**src/rtl/physeq_pkg.sv**
```systemverilog
`timescale 1ns/1ps
package physeq_pkg;
  typedef enum logic [1:0] {
    CR_ADDR        = 2'd0,
    CR_WRITE_NOACK = 2'd1,
    CR_READ        = 2'd2
  } cr_op_e;

  typedef enum logic [1:0] {
    RES_NONE    = 2'd0,
    RES_LOCKED  = 2'd1,
    RES_TIMEOUT = 2'd2,
    RES_LINKERR = 2'd3
  } seq_res_e;

  localparam logic [15:0] CLKRST_REG     = 16'h7F3F;
  localparam logic [15:0] CLKRST_RST_VAL = 16'h0001;
  localparam logic [15:0] LANE_STAT_REG  = 16'h2003;
  localparam int          PLL_LOCK_BIT   = 1;

  function automatic logic rx_pll_stable(input logic [15:0] stat);
    return stat[PLL_LOCK_BIT];
  endfunction
endpackage

```
**src/rtl/physeq_gap_timer.sv**
```systemverilog
`timescale 1ns/1ps
module physeq_gap_timer #(
  parameter int GAP_CYC = 15000
) (
  input  logic clk,
  input  logic rst_n,
  input  logic run,
  output logic expired
);
  localparam int W = $clog2(GAP_CYC + 1);
  localparam logic [W-1:0] LAST = W'(GAP_CYC - 1);

  logic [W-1:0] cnt;

  assign expired = run && (cnt == LAST);

  always_ff @(posedge clk) begin
    if (!rst_n || !run) cnt <= '0;
    else if (!expired)  cnt <= cnt + 1'b1;
  end
endmodule

```
**src/rtl/physeq_poll_counter.sv**
```systemverilog
`timescale 1ns/1ps
module physeq_poll_counter #(
  parameter int MAX_POLLS = 200
) (
  input  logic clk,
  input  logic rst_n,
  input  logic clear,
  input  logic bump,
  output logic last
);
  localparam int W = $clog2(MAX_POLLS + 1);
  localparam logic [W-1:0] LAST = W'(MAX_POLLS - 1);

  logic [W-1:0] cnt;

  assign last = (cnt == LAST);

  always_ff @(posedge clk) begin
    if (!rst_n || clear) cnt <= '0;
    else if (bump)       cnt <= cnt + 1'b1;
  end
endmodule

```
**src/rtl/physeq_reset_lock.sv**
```systemverilog
`timescale 1ns/1ps
module physeq_reset_lock
  import physeq_pkg::*;
#(
  parameter int GAP_CYC   = 15000,
  parameter int MAX_POLLS = 200
) (
  input  logic        clk,
  input  logic        rst_n,
  input  logic        start,
  input  logic        pre_en,
  output logic        busy,
  output logic        done,
  output logic [1:0]  result,
  output logic        pwr_down,
  output logic        soft_rst,
  output logic        cr_req,
  output logic [1:0]  cr_op,
  output logic [15:0] cr_wdata,
  input  logic        cr_done,
  input  logic        cr_err,
  input  logic [15:0] cr_rdata
);
  typedef enum logic [3:0] {
    S_IDLE, S_PRE_RLO, S_PRE_RHI, S_RST_ADDR, S_RST_WR,
    S_GAP, S_POLL_ADDR, S_POLL_RD
  } state_e;

  state_e   state;
  seq_res_e res_q;
  logic     done_q;

  // named internal events
  logic start_ok, cmd_ack, cmd_fail, read_ack, poll_hit, poll_miss;
  logic gap_run, gap_expired, poll_last;

  assign start_ok  = (state == S_IDLE) && start;
  assign cmd_ack   = cr_req && cr_done;
  assign cmd_fail  = cmd_ack && cr_err;
  assign read_ack  = cmd_ack && !cr_err && (state == S_POLL_RD);
  assign poll_hit  = read_ack && rx_pll_stable(cr_rdata);
  assign poll_miss = read_ack && !rx_pll_stable(cr_rdata);
  assign gap_run   = (state == S_GAP);

  physeq_gap_timer #(.GAP_CYC(GAP_CYC)) u_gap (
    .clk(clk), .rst_n(rst_n), .run(gap_run), .expired(gap_expired)
  );

  physeq_poll_counter #(.MAX_POLLS(MAX_POLLS)) u_polls (
    .clk(clk), .rst_n(rst_n), .clear(start_ok), .bump(poll_miss), .last(poll_last)
  );

  always_comb begin
    cr_req   = 1'b0;
    cr_op    = CR_ADDR;
    cr_wdata = 16'h0000;
    unique case (state)
      S_RST_ADDR:  begin cr_req = 1'b1; cr_op = CR_ADDR;        cr_wdata = CLKRST_REG;     end
      S_RST_WR:    begin cr_req = 1'b1; cr_op = CR_WRITE_NOACK; cr_wdata = CLKRST_RST_VAL; end
      S_POLL_ADDR: begin cr_req = 1'b1; cr_op = CR_ADDR;        cr_wdata = LANE_STAT_REG;  end
      S_POLL_RD:   begin cr_req = 1'b1; cr_op = CR_READ;        cr_wdata = 16'h0000;       end
      default: ;
    endcase
  end

  assign busy   = (state != S_IDLE);
  assign done   = done_q;
  assign result = res_q;

  always_ff @(posedge clk) begin
    if (!rst_n) begin
      state    <= S_IDLE;
      res_q    <= RES_NONE;
      done_q   <= 1'b0;
      pwr_down <= 1'b1;
      soft_rst <= 1'b1;
    end else begin
      done_q <= 1'b0;
      if (cmd_fail) begin
        state  <= S_IDLE;
        res_q  <= RES_LINKERR;
        done_q <= 1'b1;
      end else begin
        unique case (state)
          S_IDLE: if (start) begin
            res_q <= RES_NONE;
            if (pre_en) begin
              pwr_down <= 1'b0;
              state    <= S_PRE_RLO;
            end else begin
              state    <= S_RST_ADDR;
            end
          end
          S_PRE_RLO: begin soft_rst <= 1'b0; state <= S_PRE_RHI; end
          S_PRE_RHI: begin soft_rst <= 1'b1; state <= S_RST_ADDR; end
          S_RST_ADDR:  if (cmd_ack) state <= S_RST_WR;
          S_RST_WR:    if (cmd_ack) state <= S_GAP;
          S_GAP:       if (gap_expired) state <= S_POLL_ADDR;
          S_POLL_ADDR: if (cmd_ack) state <= S_POLL_RD;
          S_POLL_RD: begin
            if (poll_hit) begin
              state <= S_IDLE; res_q <= RES_LOCKED; done_q <= 1'b1;
            end else if (poll_miss) begin
              if (poll_last) begin
                state <= S_IDLE; res_q <= RES_TIMEOUT; done_q <= 1'b1;
              end else begin
                state <= S_GAP;
              end
            end
          end
          default: state <= S_IDLE;
        endcase
      end
    end
  end
endmodule

```
**config.mk**
```make
export PLATFORM = sky130hd
export DESIGN_NAME = physeq_reset_lock
export DESIGN_NICKNAME = d
export VERILOG_FILES = /design/src/rtl/physeq_pkg.sv /design/src/rtl/physeq_gap_timer.sv /design/src/rtl/physeq_poll_counter.sv /design/src/rtl/physeq_reset_lock.sv
export SDC_FILE = /design/constraint.sdc
export NUM_CORES = 1
export LEC_CHECK = 0
export ABC_CLOCK_PERIOD_IN_PS = 3700
export BUFFER_PORTS_ARGS = -buffer_cell sky130_fd_sc_hd__buf_2
export CAP_MARGIN = 5
export CORE_MARGIN = 4
export CORE_UTILIZATION = 45
export CTS_CLUSTER_DIAMETER = 50
export CTS_CLUSTER_SIZE = 40
export DETAILED_ROUTE_END_ITERATION = 6
export PLACE_DENSITY = 0.77
export RECOVER_POWER = 50
export SYNTH_ARGS = -nofsm -noshare
export SYNTH_HDL_FRONTEND = slang
export SYNTH_SLANG_ARGS = --single-unit
```
**constraint.sdc**
```tcl
create_clock -name clk -period 3.7 [get_ports clk]
set_input_delay 0.37 -clock clk [delete_from_list [all_inputs] [get_ports clk]]
set_output_delay 0.37 -clock clk [all_outputs]
set_load 0.03 [all_outputs]
```
==> impl_metrics.csv <==
group,metric,value,unit
setup_path,path_cells,"nand2_1, nor2_1, buf_2",
route,routedWlPerCell,11.56,um
flow_run,maxCapViolations,0,
synthesis,yosysWarnings,0,
setup_path,rrSetupSlack,1.75,ns
clocking,cts_tree,"done",
clocking,clkTransAtPathRegs,0.06,ns
setup_path,crit_path_max_incr_delay,0.58,ns
sta,holdWs,0.3571,ns
sta,worst_slew_pin_slew,0.8511,ns
setup_path,worstRegToRegCells,5,
finish,n_antenna_cell,0,
route,post-route-drc-count,0,
sta,slew_viol_final,0,
pwr,power.density,460.0,nW/um2
placed_design,hpwlAfterDp,2.395,mm
finish,layout.core_utilization,0.5072,
global_routing,grtUsageTotal,0.1389,
setup_path,crit_end,"cr_wdata[12]",
finish,drive_above_1_share,0.1416,
placed_design,gp_congestion,0.8217,
setup_path,crit_family,"simple AND/OR/NAND/NOR gates",
finish,nets,256,
clocking,clock_latency,0.28,ns
sta,hold_viol,0,
route,vias,1527,
route,detail-route-antenna-nets,0,
setup_path,crit_arrival,1.74,ns
global_routing,grt_pass1_wl,5.423,mm
sta,rsz0062_at_grt,"false",
setup_path,reg2reg_from,"state[1]",
setup_path,crit_fanout,13,
clocking,h-tree-depth,2,
setup_path,path_class,"flip-flop to output port",
global_routing,grt-ovfl-total,0,
synthesis,ys_types,45,
pwr,irDropWorstVdd,126.0,uV
clocking,ctsHoldBuffers,0,
route,vias_per_cell,5.434,
sta,fmax,474.8,MHz
finish,syn_to_final_growth,8.798,%
global_routing,grt_pass1_vias,1267,
synthesis,yosysSeqAreaShare,0.3519,
synthesis,synth_cells,215,
sta,worst_clock_skew,0.004821,ns
synthesis,synth_top_family_by_area,"simple AND/OR/NAND/NOR gates",
route,totalWireLength,3.247,mm
setup_path,worst-path-buf-inv,1,
setup_path,r2r-end,"u_polls.cnt[7]",
die,die_y,69.59,um
clocking,clock-sinks,30,
finish,stdcell_area,1857,um2
synthesis,syn_avg_cell_area,7.938,um2
clocking,cts_setup_buffers,0,
synthesis,syn_area,1707,um2
sta,tns,0,ns
synthesis,ys_ff_latch,30,
synthesis,yosys.area_share.simple,0.3453,
status,status,"completed",
synthesis,synthArstFlopShare,0,
clocking,clock_path_buffers,2,
sta,slew_headroom,0.4274,
setup_path,endpoint_kind,"output port",
global_routing,antenna_found_initial,0,
pwr,leakagePower,0.7343,nW
die,dieArea,4842,um2
synthesis,synth_compound_area_frac,0.1268,
clocking,cts-resized-gates,0,
clocking,cts-root-buf,"clkbuf_8",
setup_path,crit_start,"state[1]",
route,first_iter_violations,162,
global_routing,grt_max_degree,15,
setup_path,cp_num_cells,3,
die,core,3661,um2
setup_path,cp-start-kind,"flip-flop",
die,dieWidth,69.59,um
placed_design,place_area,1790,um2
synthesis,synthMuxAreaShare,0.01173,
synthesis,synth-edff-count,0,
clocking,cts_buffers,5,
min_path,min_path_type,"primary input to flip-flop",
die,num_rows,22,
synthesis,yosys_most_used_dff,"dfxtp_1",
synthesis,synth-xor-area-share,0.06158,
placed_design,port_buffers,28,
die,start_util,0.4662,
setup_path,crit_required,3.33,ns
sta,setup_viol,0,
sta,post-route-period-util,0.5692,
route,drt-pass1-iter-count,5,
setup_path,cpMaxStageDelayCell,"dfxtp_1",
sta,fin_crit,2.106,ns
die,ios,47,
synthesis,synthAdderAreaFrac,0.01466,
-- synthesized netlist by cell type (all sizes together) (3+ instances only) --
library cell,instances,area share
o31ai,3,0.013
xor2,7,0.036
nand2,28,0.063
nor3,4,0.012
a21oi,11,0.032
nor2b,4,0.015
nor2,23,0.051
nand4,4,0.023
nand3,15,0.044
clkbuf,6,0.013
xnor2,5,0.026
buf,14,0.059
or4,3,0.015
dfxtp,30,0.35
o21ai,11,0.032
inv,6,0.013
or3,6,0.022
and3,5,0.018
-- power by group --
part / internal [mW] / switching (mW) / leakage (nW)
combinational: 0.0649 / 0.159 / 0.443
clock: 0.150 / 0.115 / 0.0482
sequential: 0.337 / 0.0276 / 0.243
-- layer usage --
metal | wire, um | track usage
met1 | 1469 | 0.1581
met2 | 1405 | 0.2161
met3 | 294 | 0.05652
met4 | 78 | 0.08460
met5 | 0 | 0
-- state kept, by name, indices dropped and copies added, names as in the netlist --
signal and cells:
done 1, pwr_down 1, result 2, soft_rst 1
state 3, u_gap.cnt 14, u_polls.cnt 8
-- worst min-delay path by stage --
| stage | from | to | slack, ns | cells past startpoint |
|---|---|---|---|---|
| 6_report | rst_n | pwr_down | 0.36 | 2 |
| 3_5_place_dp | pwr_down | pwr_down | 0.43 | 2 |
| 4_1_cts | rst_n | pwr_down | 0.35 | 2 |
| 5_1_grt | rst_n | pwr_down | 0.38 | 2 |
| 3_3_place_gp | pwr_down | pwr_down | 0.43 | 2 |
| 2_1_floorplan | u_polls.cnt[7] | u_polls.cnt[7] | 0.45 | 2 |
-- per-stage QoR --
stage	total power [mW]	setup slack, ns	cells
after floorplan	0.5701	1.155	217
after global placement	0.5944	1.821	273
after detailed placement	0.5976	1.781	273
after CTS	0.8689	1.596	281
after global routing	0.9018	1.411	281
final	0.8540	1.594	281
-- area by class of cell --
cell class,count,area (um2)
multi-input combinational,161,948.4
fill,350,1804
inverter,6,22.52
clock inverter,1,5.005
clock buffer,7,86.33
timing repair buffer,28,133.9
tap,48,60.06
sequential,30,600.6
-- layout by cell type, fill, tap and decap left out, types with 3 or more instances in the layout --
cell	Yosys	layout
nor3_1	4	4
buf_2	0	23
nand4_1	3	3
nand3_1	15	15
nor2_1	23	23
and3_1	5	5
nand2_1	27	27
inv_1	6	6
or3_1	6	6
conb_1	1	3
xor2_1	7	7
clkbuf_1	6	6
o31ai_1	3	3
or4_1	2	3
a21oi_1	11	11
o21ai_0	11	11
clkbuf_8	0	6
nor2b_1	4	4
xnor2_1	5	5
dfxtp_1	30	30
-- cell families after synthesis --
group / after synthesis
AO/OA/AOI/OAI: 36
XOR/XNOR: 12
multiplexers: 2
buffers and inverters: 26
flip-flops: 30
adder cells (fa/ha/maj): 2
other: 1
AND/OR/NAND/NOR: 106
No activity file was read; power rests on OpenSTA's default activity.
